--- config.mk ---
export PLATFORM = sky130hd
export DESIGN_NAME = tmr_clk_route
export DESIGN_NICKNAME = d
export VERILOG_FILES = /design/src/rtl/tcr_pkg.sv /design/src/rtl/tcr_sync.sv /design/src/rtl/tcr_prescaler.sv /design/src/rtl/tcr_xroute.sv /design/src/rtl/tcr_chan.sv /design/src/rtl/tmr_clk_route.sv
export SDC_FILE = /design/constraint.sdc
export NUM_CORES = 1
export LEC_CHECK = 0
export ABC_AREA = 1
export BUFFER_PORTS_ARGS = -buffer_cell sky130_fd_sc_hd__buf_4
export CAP_MARGIN = 10
export CORE_AREA = 2 2 68 63
export DETAILED_ROUTE_END_ITERATION = 10
export DIE_AREA = 0 0 70 65
export GPL_TIMING_DRIVEN = 0
export PLACE_DENSITY = 0.82
export SYNTH_ARGS = -nofsm -noshare
export SYNTH_HDL_FRONTEND = slang
export SYNTH_HIERARCHICAL = 1
export SYNTH_SLANG_ARGS = --single-unit
--- constraint.sdc ---
create_clock -name clk -period 3.74 [get_ports clk]
set_input_delay 0.748 -clock clk [delete_from_list [all_inputs] [get_ports clk]]
set_output_delay 0.748 -clock clk [all_outputs]
set_load 0.01 [all_outputs]
--- src/rtl/tcr_pkg.sv ---
package tcr_pkg;
  localparam int unsigned NCH  = 3;
  localparam int unsigned NINT = 5;
  localparam int unsigned NXL  = 3;
  localparam int unsigned CSW  = 3;
  localparam int unsigned GSW  = 2;
  localparam int unsigned XSW  = 2;

  typedef enum logic [1:0] {
    XSRC_PIN = 2'd0,
    XSRC_OFF = 2'd1,
    XSRC_LO  = 2'd2,
    XSRC_HI  = 2'd3
  } xsrc_e;

  // lower-numbered channel other than k
  function automatic int unsigned peer_lo(input int unsigned k);
    return (k == 0) ? 1 : 0;
  endfunction

  // higher-numbered channel other than k
  function automatic int unsigned peer_hi(input int unsigned k);
    return (k == 2) ? 1 : 2;
  endfunction
endpackage

--- src/rtl/tcr_sync.sv ---
module tcr_sync #(
  parameter int unsigned W = 1
) (
  input  logic         clk,
  input  logic         rst_n,
  input  logic [W-1:0] d_i,
  output logic [W-1:0] q_o
);
  logic [W-1:0] st1_q;
  logic [W-1:0] st2_q;

  always_ff @(posedge clk or negedge rst_n) begin
    if (!rst_n) begin
      st1_q <= '0;
      st2_q <= '0;
    end else begin
      st1_q <= d_i;
      st2_q <= st1_q;
    end
  end

  assign q_o = st2_q;
endmodule

--- src/rtl/tcr_prescaler.sv ---
module tcr_prescaler #(
  parameter int unsigned DIV = 2
) (
  input  logic clk,
  input  logic rst_n,
  input  logic slow_tick_i,
  output logic tick_o
);
  localparam int unsigned W = (DIV < 2) ? 1 : $clog2(DIV);

  generate
    if (DIV == 0) begin : g_slow
      logic unused_clk;
      assign unused_clk = clk ^ rst_n;
      assign tick_o = slow_tick_i;
    end else begin : g_div
      localparam logic [W-1:0] LAST = W'(DIV - 1);
      logic [W-1:0] cnt_q;
      logic [W-1:0] cnt_d;
      logic         wrap;
      logic         unused_slow;

      assign unused_slow = slow_tick_i;
      assign wrap = (cnt_q == LAST);

      always_comb begin
        cnt_d = cnt_q + 1'b1;
        if (wrap) cnt_d = '0;
      end

      always_ff @(posedge clk or negedge rst_n) begin
        if (!rst_n) cnt_q <= '0;
        else        cnt_q <= cnt_d;
      end

      assign tick_o = wrap;
    end
  endgenerate
endmodule

--- src/rtl/tcr_xroute.sv ---
module tcr_xroute
  import tcr_pkg::*;
(
  input  logic               clk,
  input  logic               rst_n,
  input  logic [NXL-1:0]     pin_s_i,
  input  logic [NCH-1:0]     tioa_s_i,
  input  logic [NXL*XSW-1:0] xsel_i,
  output logic [NXL-1:0]     lvl_o,
  output logic [NXL-1:0]     rise_o,
  output logic [NXL-1:0]     fall_o
);
  logic [NXL-1:0] lvl_q;

  generate
    for (genvar k = 0; k < NXL; k++) begin : g_line
      localparam int unsigned LO = peer_lo(k);
      localparam int unsigned HI = peer_hi(k);
      xsrc_e src;
      assign src = xsrc_e'(xsel_i[XSW*k +: XSW]);

      always_comb begin
        unique case (src)
          XSRC_PIN: lvl_o[k] = pin_s_i[k];
          XSRC_OFF: lvl_o[k] = 1'b0;
          XSRC_LO:  lvl_o[k] = tioa_s_i[LO];
          default:  lvl_o[k] = tioa_s_i[HI];
        endcase
      end
    end
  endgenerate

  always_ff @(posedge clk or negedge rst_n) begin
    if (!rst_n) lvl_q <= '0;
    else        lvl_q <= lvl_o;
  end

  assign rise_o = lvl_o & ~lvl_q;
  assign fall_o = ~lvl_o & lvl_q;
endmodule

--- src/rtl/tcr_chan.sv ---
module tcr_chan
  import tcr_pkg::*;
(
  input  logic            clk,
  input  logic            rst_n,
  input  logic [NINT-1:0] tick_i,
  input  logic [NXL-1:0]  lvl_i,
  input  logic [NXL-1:0]  rise_i,
  input  logic [NXL-1:0]  fall_i,
  input  logic [CSW-1:0]  sel_i,
  input  logic            inv_i,
  input  logic [GSW-1:0]  gate_i,
  input  logic            en_i,
  input  logic            dis_i,
  input  logic            trg_i,
  input  logic            sync_i,
  output logic            cnt_en_o,
  output logic            trig_o,
  output logic            clk_on_o
);
  logic on_q, on_d;
  logic cnt_q, cnt_d;
  logic trg_q, trg_d;
  logic evt;
  logic gate_ok;
  logic [NXL-1:0] xedge;

  assign xedge = inv_i ? fall_i : rise_i;

  always_comb begin
    unique case (sel_i)
      3'd0:    evt = tick_i[0];
      3'd1:    evt = tick_i[1];
      3'd2:    evt = tick_i[2];
      3'd3:    evt = tick_i[3];
      3'd4:    evt = tick_i[4];
      3'd5:    evt = xedge[0];
      3'd6:    evt = xedge[1];
      default: evt = xedge[2];
    endcase
  end

  always_comb begin
    unique case (gate_i)
      2'd0:    gate_ok = 1'b1;
      2'd1:    gate_ok = lvl_i[0];
      2'd2:    gate_ok = lvl_i[1];
      default: gate_ok = lvl_i[2];
    endcase
  end

  always_comb begin
    on_d = on_q;
    if (en_i)  on_d = 1'b1;
    if (dis_i) on_d = 1'b0;
    cnt_d = on_q & evt & gate_ok;
    trg_d = trg_i | sync_i;
  end

  always_ff @(posedge clk or negedge rst_n) begin
    if (!rst_n) begin
      on_q  <= 1'b0;
      cnt_q <= 1'b0;
      trg_q <= 1'b0;
    end else begin
      on_q  <= on_d;
      cnt_q <= cnt_d;
      trg_q <= trg_d;
    end
  end

  assign cnt_en_o = cnt_q;
  assign trig_o   = trg_q;
  assign clk_on_o = on_q;
endmodule

--- src/rtl/tmr_clk_route.sv ---
module tmr_clk_route
  import tcr_pkg::*;
#(
  parameter int unsigned DIV1 = 2,
  parameter int unsigned DIV2 = 8,
  parameter int unsigned DIV3 = 32,
  parameter int unsigned DIV4 = 128,
  parameter int unsigned DIV5 = 0
) (
  input  logic               clk,
  input  logic               rst_n,
  input  logic               slow_tick_i,
  input  logic [NXL-1:0]     ext_pin_i,
  input  logic [NCH-1:0]     tioa_i,
  input  logic [NXL*XSW-1:0] xsel_i,
  input  logic [NCH*CSW-1:0] clk_sel_i,
  input  logic [NCH-1:0]     clk_inv_i,
  input  logic [NCH*GSW-1:0] gate_sel_i,
  input  logic [NCH-1:0]     cmd_en_i,
  input  logic [NCH-1:0]     cmd_dis_i,
  input  logic [NCH-1:0]     cmd_trg_i,
  input  logic               sync_i,
  output logic [NCH-1:0]     cnt_en_o,
  output logic [NCH-1:0]     trig_o,
  output logic [NCH-1:0]     clk_on_o
);
  localparam int unsigned DIVS [NINT] = '{DIV1, DIV2, DIV3, DIV4, DIV5};
  localparam int unsigned SYW = NXL + NCH;

  logic [1:0]      rst_pipe_q;
  logic            rst_sync_n;
  logic [SYW-1:0]  raw_in;
  logic [SYW-1:0]  syn_in;
  logic [NINT-1:0] tick;
  logic [NXL-1:0]  lvl, rise, fall;

  // reset asserts at once, releases on the clock
  always_ff @(posedge clk or negedge rst_n) begin
    if (!rst_n) rst_pipe_q <= 2'b00;
    else        rst_pipe_q <= {rst_pipe_q[0], 1'b1};
  end
  assign rst_sync_n = rst_pipe_q[1];

  assign raw_in = {tioa_i, ext_pin_i};

  tcr_sync #(.W(SYW)) u_sync (
    .clk   (clk),
    .rst_n (rst_sync_n),
    .d_i   (raw_in),
    .q_o   (syn_in)
  );

  generate
    for (genvar i = 0; i < NINT; i++) begin : g_pre
      tcr_prescaler #(.DIV(DIVS[i])) u_pre (
        .clk         (clk),
        .rst_n       (rst_sync_n),
        .slow_tick_i (slow_tick_i),
        .tick_o      (tick[i])
      );
    end
  endgenerate

  tcr_xroute u_xroute (
    .clk      (clk),
    .rst_n    (rst_sync_n),
    .pin_s_i  (syn_in[NXL-1:0]),
    .tioa_s_i (syn_in[SYW-1:NXL]),
    .xsel_i   (xsel_i),
    .lvl_o    (lvl),
    .rise_o   (rise),
    .fall_o   (fall)
  );

  generate
    for (genvar c = 0; c < NCH; c++) begin : g_chan
      tcr_chan u_chan (
        .clk      (clk),
        .rst_n    (rst_sync_n),
        .tick_i   (tick),
        .lvl_i    (lvl),
        .rise_i   (rise),
        .fall_i   (fall),
        .sel_i    (clk_sel_i[CSW*c +: CSW]),
        .inv_i    (clk_inv_i[c]),
        .gate_i   (gate_sel_i[GSW*c +: GSW]),
        .en_i     (cmd_en_i[c]),
        .dis_i    (cmd_dis_i[c]),
        .trg_i    (cmd_trg_i[c]),
        .sync_i   (sync_i),
        .cnt_en_o (cnt_en_o[c]),
        .trig_o   (trig_o[c]),
        .clk_on_o (clk_on_o[c])
      );
    end
  endgenerate
endmodule

==> summary.txt, run 1 <==
Route
  – Initial DRC Count: 146
  – Final WL: 4239 µm
  – Routed wire per std cell: 11.07 µm
  – DR DRC count: 0
  – Initial DRT Pass Iterations: 4
  – Vias: 1873
  – Avg Vias per Cell: 4.890
  – Number of routed nets with antenna violations: 0

Clock network
  – Total CTS buffers: 5
  – Worst-skew pair later-pin latency: 0.29 ns
  – Worst-path clk slew: 0.09 ns
  – TritonCTS clock tree: built
  – Clk sinks: 42
  – Post-CTS Resized: 0
  – Post-CTS Setup Inserts: 0
  – CTS root buffer: clkbuf_8
  – H-tree Lvls: 2
  – Worst-case clock buffer depth: 2
  – Hold-fix buffers, CTS: 0

Power and ir drop
  – Total power: 913.7 µW
  – Power per Cell Area: 346.9 nW/µm²
  – Max rail drop VDD: 0.0002404 V
  – Static leakage: 0.001460 µW

Global route
  – Largest net degree at the start of global routing: 41
  – Global-route wire length before repair: 7500 µm
  – Initial antenna violation count: 0
  – GRT Util Overall: 20.73%
  – Vias in the first global route: 1821
  – GRT Residual Overflow: 0

Floorplan
  – Die X: 70 µm
  – Die ar.: 4550 µm²
  – Num ports: 52
  – Die height: 65 µm
  – Site Rows: 22
  – Initial Util: 53.78%
  – Core box area: 3909 µm²

Place
  – GPL Wtd Cong: 0.8230
  – Port Buffers: 50
  – Final HPWL DP: 3304 µm

Setup path
  – Critical R2R Launch: g_pre[3].u_pre/g_div.cnt_q[0]$_DFF_PN0_
  – Reg2reg end: g_chan[1].u_chan/cnt_en_o$_DFF_PN0_
  – Largest stage delay, worst path: 0.41 ns
  – CP Cell Sequence: ha_1, nand2_1, inv_1, nand3_1, inv_2, nand2_1, nor2_1, nor2_1, nand3_1, nor2_1, nor2_1
  – Reg2Reg Depth: 11
  – Slowest-stage cell, CP: dfrtp_1
  – Critical Path Source: g_pre[3].u_pre/g_div.cnt_q[0]$_DFF_PN0_
  – Req. time, crit path: 3.92 ns
  – Worst R2R Setup Slack: 2.11 ns
  – Cell mode on critical path: nor2_1
  – CP Max Fanout: 6
  – Worst EP arrival: 1.82 ns
  – CP Launch Type: flip-flop
  – Worst Setup Path Type: reg -> reg
  – Setup crit end kind: flip-flop

Logic synthesis
  – Post-synth net total: 325
  – Synth top area cells: dfrtp_1, nand2_1, nor2_1
  – Synth Area in Adders: 2.976%
  – Ys Warns: 6
  – Simple-Gate Fraction of Synth Area: 35.83%
  – Multiplexer share of the synthesized area: 0%
  – Syn avg cell area: 7.589 µm²
  – Synth Area in Compound Gates: 2.500%
  – Post-synth cell types: 17
  – Area share of the largest cell type after synthesis: 50.00%
  – Post-synthesis sequential area ratio: 50.00%
  – Yosys top cell by area: dfrtp_1
  – Xor/xnor share of the synthesized area: 0.8333%
  – Largest family of logic cells by synthesized area: simple AND/OR/NAND/NOR gates
  – Cell Area, Synth: 2102 µm²
  – Post-synthesis cell count: 277
  – Synthesis-stage register bit count: 42

STA
  – RSZ-0062 raised after global routing: no
  – Crit path time final: 1.634 ns
  – Slew Viols, Final: 0
  – Fin. Hold Viols: 0
  – Sum Neg Setup Slack: 0 ns
  – Worst-Margin Slew: 0.8402 ns
  – Clock Skew: 0.007814 ns
  – Maximum clock rate: 611.9 MHz
  – # setup viols final: 0
  – Relative slew slack: 43.99%
  – Period utilization: 43.70%

Layout
  – Fraction of layout instances using a drive strength above 1: 22.99%
  – Most common cell after layout, fill and taps aside: nand2_1
  – Nets: 382
  – Fillcell total: 329
  – Ant diodes: 0
  – Area Growth Syn to Fin: 25.30%
  – Most frequent cells in the layout: nand2_1, buf_4, nor2_1, dfrtp_1, inv_1

Run
  – Max-cap viol count: 0

Outcome
  – Status: complete, no violations

Worst hold path
  – Worst Hold Class: in -> async
==> cells in the mapped netlist (all sizes together) <==
master and n:
nor2 51, or2 3, nand3 33, inv 41
dfrtp 42, nand2 87, buf 1, o21bai 1
o211ai 6, nand4 3, conb 1, nor3b 1
ha 5, xor2 2
==> registers in the layout (all words and copies together), names as in the netlist <==
signal / flops
g_pre.u_pre/g_div.cnt_q: 15
g_chan.u_chan/cnt_en_o: 3
g_pre.u_pre/tick_o: 1
u_sync/st1_q: 6
g_chan.u_chan/clk_on_o: 3
g_chan.u_chan/trig_o: 3
u_xroute/lvl_q: 3
rst_pipe_q: 2
u_sync/q_o: 6
==> cells by family after synthesis <==
group | count (synthesis)
adders and majority gates | 5
AOI/OAI and AO/OA | 7
other | 1
and+or+nand+nor | 178
buffers and inverters | 42
xor gates and xnor gates | 2
DFF | 42
==> metrics by stage <==
stage	setup slack, ns	area (µm²)	util, %	hold WS (ns)	cells
after global routing	1.896	2634	67.38	0.1934	383
after global placement	1.942	2537	64.92	0.3337	375
final	2.106	2634	67.38	0.2166	383
after floorplan	2.233	2102	-	0.3312	277
after detailed placement	1.910	2539	64.95	0.3347	375
after CTS	2.106	2634	67.38	0.2134	383
==> area by class of cell <==
type | count | area [µm²] | area share (%)
repair buffers | 50 | 375.4 | 14.25
well taps | 48 | 60.06 | 2.280
inverters | 41 | 153.9 | 5.843
multi-input cells | 193 | 889.6 | 33.78
plain buffers | 1 | 7.507 | 0.2850
flip-flops and latches | 42 | 1052 | 39.95
clock inverters | 3 | 26.28 | 0.9976
clock buffers | 5 | 68.82 | 2.613
==> worst max-delay path by stage <==
stage	endpoint	cells past startpoint
2_1_floorplan	g_chan[0].u_chan/cnt_en_o$_DFF_PN0_	10
3_3_place_gp	g_chan[1].u_chan/cnt_en_o$_DFF_PN0_	11
3_5_place_dp	g_chan[1].u_chan/cnt_en_o$_DFF_PN0_	10
4_1_cts	g_chan[1].u_chan/cnt_en_o$_DFF_PN0_	11
5_1_grt	g_chan[1].u_chan/cnt_en_o$_DFF_PN0_	11
6_report	g_chan[1].u_chan/cnt_en_o$_DFF_PN0_	11
==> power by group <==
part	internal (µW)	switching, µW	total [µW]
logic	58.6	63.0	122
registers	469	15.7	485
clock network	139	169	307
==> per-layer routing <==
layer / vias up / global-route usage [%] / wire (µm)
met5: - / 0 / 0
met4: 0 / 6.250 / 77
met3: 9 / 6.532 / 328
met2: 67 / 34.52 / 1985
met1: 827 / 26.06 / 1847
li1: 970 / - / -
==> critical path, delay by kind of cell (launching register included) <==
family,cells,cell delay [ns]
AND/OR/NAND/NOR,8,0.73
adder cells (fa/ha/maj),1,0.22
flip-flops,1,0.41
buffers and inverters,2,0.17
(Power assumes the default switching activity.)
==> inputs of run 2 (changes only) <==
Settings changed: CORE_AREA 2 2 68 63 to 2 2 70 65, DIE_AREA 0 0 70 65 to 0 0 72 67, PLACE_DENSITY 0.82 to 0.78.
Clock period 3.74 ns to 1.65 ns, I/O delays scaled along.
==> run 2 against run 1 <==
  * Critical path depth down 1
  * Count of clock-buffer cells in the layout grew 1
  * Global-route usage is 0.87 points lower
  * Largest power group unchanged
==> summary.txt, run 2 (synthesized netlist as in run 1, its figures left out) <==
Floorplan
  – Initial Util: 51.95%
  – Num ports: 52
  – Die height: 67 µm
  – Die X: 72 µm
  – Die ar.: 4824 µm²
  – Core box area: 4046 µm²
  – Site Rows: 22

Power and ir drop
  – Comb power frac: 13.6%
  – Clock network fraction of total power: 31.9%
  – Max rail drop VDD: 0.0005396 V
  – Switching pwr: 524.5 µW
  – Static leakage: 0.001457 µW
  – Internal: 1496 µW
  – Seq pwr share: 54.5%
  – Power per Cell Area: 759.0 nW/µm²
  – Net Sw Frac: 25.96%

Layout
  – Number of flip-flops in the largest register: 15
  – Most frequent cells in the layout: nand2_1, buf_4, nor2_1, dfrtp_1, inv_1
  – Largest Register: g_pre.u_pre/g_div.cnt_q
  – Fraction of layout instances using a drive strength above 1: 24.04%
  – Nets: 384
  – Core Util, Final: 65.80%
  – Cell Count, Final, Fillers Out: 385
  – Ant diodes: 0
  – Most common cell after layout, fill and taps aside: nand2_1
  – Fillcell total: 337
  – Area Growth Syn to Fin: 26.67%

Run
  – Max-cap viol count: 0

Route
  – Initial DRC Count: 99
  – Initial DRT Pass Iterations: 4
  – DR DRC count: 0
  – Avg Vias per Cell: 4.865
  – Vias: 1873
  – Routed wire per std cell: 11.28 µm
  – Final WL: 4341 µm
  – Number of routed nets with antenna violations: 0

STA
  – Worst-Margin Slew: 0.8465 ns
  – Relative slew slack: 43.57%
  – Period utilization: 90.26%
  – Slew Viols, Final: 0
  – Clock Skew: 0.01148 ns
  – # setup viols final: 0
  – Fin. Hold Viols: 0
  – Maximum clock rate: 671.5 MHz
  – Crit path time final: 1.489 ns

Clock network
  – Worst-skew pair later-pin latency: 0.30 ns
  – CTS root buffer: clkbuf_8
  – Worst-case clock buffer depth: 2
  – TritonCTS clock tree: built
  – Clk sinks: 42
  – Total CTS buffers: 5
  – Worst-path clk slew: 0.08 ns
  – H-tree Lvls: 2

Global route
  – GRT Residual Overflow: 0
  – Vias in the first global route: 1744
  – GRT Util Overall: 19.87%
  – Initial antenna violation count: 0
  – Largest net degree at the start of global routing: 41
  – Global-route wire length before repair: 7300 µm

Place
  – Port Buffers: 50
  – Final HPWL DP: 3330 µm
  – Placed cells: 375
  – GPL Wtd Cong: 0.8404

Setup path
  – Worst Setup Path Type: reg -> reg
  – Setup crit end kind: flip-flop
  – Req. time, crit path: 1.83 ns
  – Worst EP arrival: 1.67 ns
  – CP Launch Type: flip-flop
  – CP Max Fanout: 5
  – Reg2Reg Depth: 10

Worst hold path
  – Hold Path Depth: 1
  – Worst Hold Class: in -> reg

Outcome
  – Status: complete, no violations
==> run 2: changes by cell type in the layout (fill, tap and decap cells not counted) <==
cell,delta
clkinv_4,+1
nand3_1,-1
dlygate4sd3_1,+1
clkinv_2,+1
nand3_4,+1
ha_2,+2
buf_4,+1
inv_1,-1
inv_4,+1
clkbuf_1,+1
inv_6,-3
ha_1,-2
==> run 2: timing repair <==
item,in CTS,in global routing
buffers inserted,0,1
endpoints found under the setup margin,0,3
resized for setup,0,6
endpoints found under the hold margin,2,0
hold buffers,1,0
==> run 2: final timing paths <==
check / from / to / slack (ns)
max: g_pre[2].u_pre/g_div.cnt_q[0]$_DFF_PN0_ / g_chan[2].u_chan/cnt_en_o$_DFF_PN0_ / 0.16
min: ext_pin_i[0] / u_sync/st1_q[0]$_DFF_PN0_ / 0.13
max reg2reg: g_pre[2].u_pre/g_div.cnt_q[0]$_DFF_PN0_ / g_chan[2].u_chan/cnt_en_o$_DFF_PN0_ / 0.16
min reg2reg: u_sync/st1_q[4]$_DFF_PN0_ / u_sync/q_o[4]$_DFF_PN0_ / 0.35
max in group asynchronous: rst_pipe_q[1]$_DFF_PN0_ / g_pre[0].u_pre/tick_o$_DFF_PN0_ / 0.73
min in group asynchronous: rst_n / rst_pipe_q[1]$_DFF_PN0_ / 0.35
==> run 2: routing by layer <==
metal	track usage (%)	vias up	part of all wire [%]
li1	-	969	-
met1	24.54	844	43
met2	33.22	53	49
met3	4.992	7	6.2
met4	8.255	0	1.4
met5	0	-	0
==> run 2: power by group through the flow <==
stage	sequential [µW]	combinational [µW]	clock [µW]
2_1_floorplan	1120	123	0
3_3_place_gp	1120	266	0
3_5_place_dp	1120	273	0
4_1_cts	1100	276	661
5_1_grt	1110	311	731
6_report	1100	275	644
==> run 2: cell type report <==
| type | count | area, µm² | share of cell area, % |
|---|---|---|---|
| Clock inverter | 2 | 13.76 | 0.5169 |
| Clock buffer | 6 | 72.57 | 2.726 |
| Inverter | 41 | 156.4 | 5.874 |
| Sequential cell | 42 | 1052 | 39.52 |
| Tap cell | 48 | 60.06 | 2.256 |
| Timing Repair Buffer | 52 | 392.9 | 14.76 |
| Buffer | 1 | 7.507 | 0.2820 |
| Multi-Input combinational cell | 193 | 907.1 | 34.07 |
==> run 2: critical path, cell delays in order (launching register included) <==
cell	delay [ns]
dfrtp_1	0.41
ha_1	0.22
nand2_1	0.08
nor2_1	0.05
ha_2	0.21
nand3_1	0.09
nand3_1	0.08
nand2_1	0.06
nand2_1	0.05
nor2_1	0.09
nor2_1	0.05
==> run 2: stage by stage <==
| stage | total power (µW) | cell area, µm² | hold WS [ns] | setup WS [ns] | setup TNS [ns] |
|---|---|---|---|---|---|
| 6_report | 2021 | 2663 | 0.1324 | 0.1607 | 0 |
| 5_1_grt | 2151 | 2663 | 0.1165 | -0.004396 | -0.004396 |
| 4_1_cts | 2039 | 2635 | 0.1288 | 0.04515 | 0 |
| 3_5_place_dp | 1396 | 2539 | 0.1129 | 0.05876 | 0 |
| 3_3_place_gp | 1386 | 2537 | 0.1132 | -0.01839 | -0.6838 |
| 2_1_floorplan | 1241 | 2102 | 0.03441 | 0.2581 | 0 |
==> inputs of run 3 (changes only) <==
Settings changed: CORE_AREA 2 2 70 65 to 2 2 71 66, DIE_AREA 0 0 72 67 to 0 0 73 68, SLEW_MARGIN set to 5, SYNTH_HIERARCHICAL 1 to not set.
==> run 3 against run 2 <==
  * Synthesized cell count shrank 2.9%
  * Global-route usage down 2.6 points
  * Hold slack better by 0.0048 ns
  * Sequential share of layout area decreased by 1.6 points
  * Routed wire length shrank 7.2%
  * Die area rose by 2.9%
  * Combinational power is 15% higher
  * Clock power rose by 0.6%
  * Via count is 4.0% lower
  * Fmax fell by 4.0%
==> summary.txt, run 3 <==
Setup path
  – Largest stage delay, worst path: 0.41 ns
  – Worst EP arrival: 1.75 ns
  – Slowest-stage cell, CP: dfrtp_1
  – Reg2Reg Depth: 12
  – Cell mode on critical path: nand2_1
  – Worst R2R Setup Slack: 0.1 ns
  – Worst Setup Path Type: reg -> reg
  – Setup crit end: g_chan[1].u_chan.cnt_en_o$_DFF_PN0_
  – Critical Path Source: g_pre[2].u_pre.g_div.cnt_q[0]$_DFF_PN0_
  – CP Max Fanout: 6
  – CP Cell Sequence: ha_2, nand2_2, nor2_2, ha_4, nand2_1, nand2_1, nand2_1, nand3_1, nor2_2, nand3_2, nand2_1, inv_1
  – Req. time, crit path: 1.85 ns
  – Setup crit end kind: flip-flop
  – CP Launch Type: flip-flop
  – Reg2reg end: g_chan[1].u_chan.cnt_en_o$_DFF_PN0_
  – Critical R2R Launch: g_pre[2].u_pre.g_div.cnt_q[0]$_DFF_PN0_

Global route
  – GRT Residual Overflow: 0
  – GRT Util Overall: 17.29%
  – Largest net degree at the start of global routing: 41
  – Initial antenna violation count: 0
  – Global-route wire length before repair: 6520 µm
  – Vias in the first global route: 1565

Clock network
  – TritonCTS clock tree: built
  – Worst-skew pair later-pin latency: 0.29 ns
  – Clk sinks: 42
  – H-tree Lvls: 2
  – CTS root buffer: clkbuf_8
  – Total CTS buffers: 5
  – Worst-path clk slew: 0.08 ns
  – Worst-case clock buffer depth: 2

Place
  – Pre-CTS setup slack: -0.04566 ns
  – Placed cells: 370
  – Port Buffers: 51
  – GPL Wtd Cong: 0.8173
  – Final HPWL DP: 3096 µm

Logic synthesis
  – Post-synth top flop: dfrtp_1
  – Area share of the largest cell type after synthesis: 48.17%
  – Ys Warns: 0
  – Count leader, synth: nand2_1
  – FFs w/ async S/R, synth: 100.0%
  – Yosys top cell by area: dfrtp_1
  – Post-synthesis sequential area ratio: 48.17%
  – Xor/xnor share of the synthesized area: 1.204%
  – Post-synth net total: 317
  – Synth Area in Adders: 2.867%
  – Post-synthesis cell count: 269
  – Synth top area cells: dfrtp_1, nand2_1, inv_1
  – Multiplexer share of the synthesized area: 0%
  – Post-synth cell types: 23
  – Cell Area, Synth: 2182 µm²
  – Simple-Gate Fraction of Synth Area: 34.29%
  – EDFF count, synth: 0
  – Synth Area in Compound Gates: 2.638%
  – Synthesis-stage register bit count: 42
  – Top post-synthesis cells by count: nand2_1, dfrtp_1, inv_1, nor2_1, nand3_1
  – Syn avg cell area: 8.112 µm²
  – Largest family of logic cells by synthesized area: simple AND/OR/NAND/NOR gates

STA
  – Period utilization: 94.03%
  – Clock Skew: 0.003949 ns
  – Worst-Margin Slew: 0.8427 ns
  – Relative slew slack: 43.82%
  – Maximum clock rate: 644.6 MHz
  – Sum Neg Setup Slack: 0 ns
  – Crit path time final: 1.551 ns
  – Slew Viols, Final: 0
  – PnR worst setup slack: 0.09856 ns
  – Fin. Hold Viols: 0
  – # setup viols final: 0

Layout
  – Fraction of layout instances using a drive strength above 1: 32.12%
  – Area Growth Syn to Fin: 27.12%
  – Most frequent cells in the layout: nand2_1, buf_4, dfrtp_1, inv_1, nor2_1
  – Largest Register: g_pre.u_pre.g_div.cnt_q
  – Nets: 377
  – Number of flip-flops in the largest register: 15
  – Cell Count, Final, Fillers Out: 380
  – Most common cell after layout, fill and taps aside: nand2_1
  – Ant diodes: 0

Route
  – Vias: 1799
  – Final WL: 4029 µm
  – Initial DRT Pass Iterations: 4
  – Avg Vias per Cell: 4.734
  – Initial DRC Count: 96
  – DR DRC count: 0
  – Number of routed nets with antenna violations: 0
  – Routed wire per std cell: 10.60 µm

Power and ir drop
  – Max rail drop VDD: 0.0006291 V
  – Net Sw Frac: 26.31%
  – Static leakage: 0.001572 µW
  – Power per Cell Area: 743.9 nW/µm²
  – Comb power frac: 15.3%
  – Clock network fraction of total power: 31.4%
  – Switching pwr: 542.9 µW
  – Seq pwr share: 53.3%
  – Internal: 1521 µW

Floorplan
  – Die ar.: 4964 µm²
  – Die height: 68 µm
  – Die X: 73 µm
  – Initial Util: 50.89%
  – Core box area: 4288 µm²
  – Num ports: 52
  – Site Rows: 23

Outcome
  – Status: complete, no violations

Run
  – Max-cap viol count: 0

Worst hold path
  – Worst Hold Class: in -> reg
==> run 3: changes by cell type in the layout (fill, tap and decap cells not counted), moves of 5 or more <==
cell / previous run / this run
buf_4: 52 / 61
nor2_2: 2 / 10
nor2_1: 49 / 30
nand3_2: 4 / 10
nand2_1: 87 / 64
inv_1: 32 / 39
nand4_1: 3 / 8
nand3_1: 28 / 21
==> run 3: layout make-up <==
class | instances | area, µm²
fillers | 368 | 1514
clock buffers | 5 | 68.82
plain buffers | 9 | 67.56
repair buffers | 53 | 400.4
inverters | 44 | 165.2
multi-input cells | 174 | 935.9
clock inverters | 3 | 21.27
flip-flops and latches | 42 | 1052
well taps | 50 | 62.56
==> run 3: power by group through the flow <==
stage          sequential [µW]  combinational [µW]  clock [µW]
5_1_grt                   1110                 353         715
4_1_cts                   1100                 314         670
2_1_floorplan             1110                 169           0
3_5_place_dp              1120                 311           0
3_3_place_gp              1120                 304           0
6_report                  1100                 316         648
==> run 3: worst max-delay path, delay by kind of cell, from the launching register on <==
| kind | cells | cell delay [ns] |
|---|---|---|
| and+or+nand+nor | 9 | 0.64 |
| DFF | 1 | 0.41 |
| adders and majority gates | 2 | 0.38 |
| buffers and inverters | 1 | 0.03 |
==> run 3: cell families after synthesis <==
family / count (synthesis)
flops: 42
compound gates: 9
other cells: 1
buf+inv: 53
fa+ha+maj: 5
simple gates: 156
xor+xnor: 3
==> run 3: how the worst min path moves through the flow <==
| stage | start | endpoint | slack, ns | cells after the start |
|---|---|---|---|---|
| 2_1_floorplan | rst_n | rst_pipe_q[0]$_DFF_PN0_ | 0.03 | 0 |
| 3_3_place_gp | rst_n | rst_pipe_q[0]$_DFF_PN0_ | 0.11 | 1 |
| 3_5_place_dp | rst_n | rst_pipe_q[0]$_DFF_PN0_ | 0.11 | 1 |
| 4_1_cts | tioa_i[0] | u_sync.st1_q[3]$_DFF_PN0_ | 0.13 | 1 |
| 5_1_grt | tioa_i[1] | u_sync.st1_q[4]$_DFF_PN0_ | 0.12 | 1 |
| 6_report | tioa_i[0] | u_sync.st1_q[3]$_DFF_PN0_ | 0.14 | 1 |
==> run 3: timing repair <==
action                                  in CTS  in global routing
hold buffers                                 1                  0
endpoints found under the setup margin       3                  3
pin swaps                                    0                 11
endpoints found under the hold margin        2                  0
setup buffers                                0                  1
resized for setup                            1                  9
==> run 3: metal layers <==
metal,wire [µm],vias to the layer above,part of all wire (%),global-route usage [%]
met2,1899,51,47,27.48
li1,-,945,-,-
met5,0,-,0,0
met1,1815,794,45,22.07
met3,267,9,6.6,6.333
met4,46,0,1.1,5.556
==> run 3: through the flow <==
step	power [µW]	hold WS [ns]	area (µm²)	utilization, %
6_report	2063	0.1372	2774	64.69
3_5_place_dp	1433	0.1146	2629	61.31
3_3_place_gp	1424	0.1137	2628	61.28
5_1_grt	2176	0.1159	2774	64.69
2_1_floorplan	1281	0.03441	2182	-
4_1_cts	2085	0.1269	2731	63.70
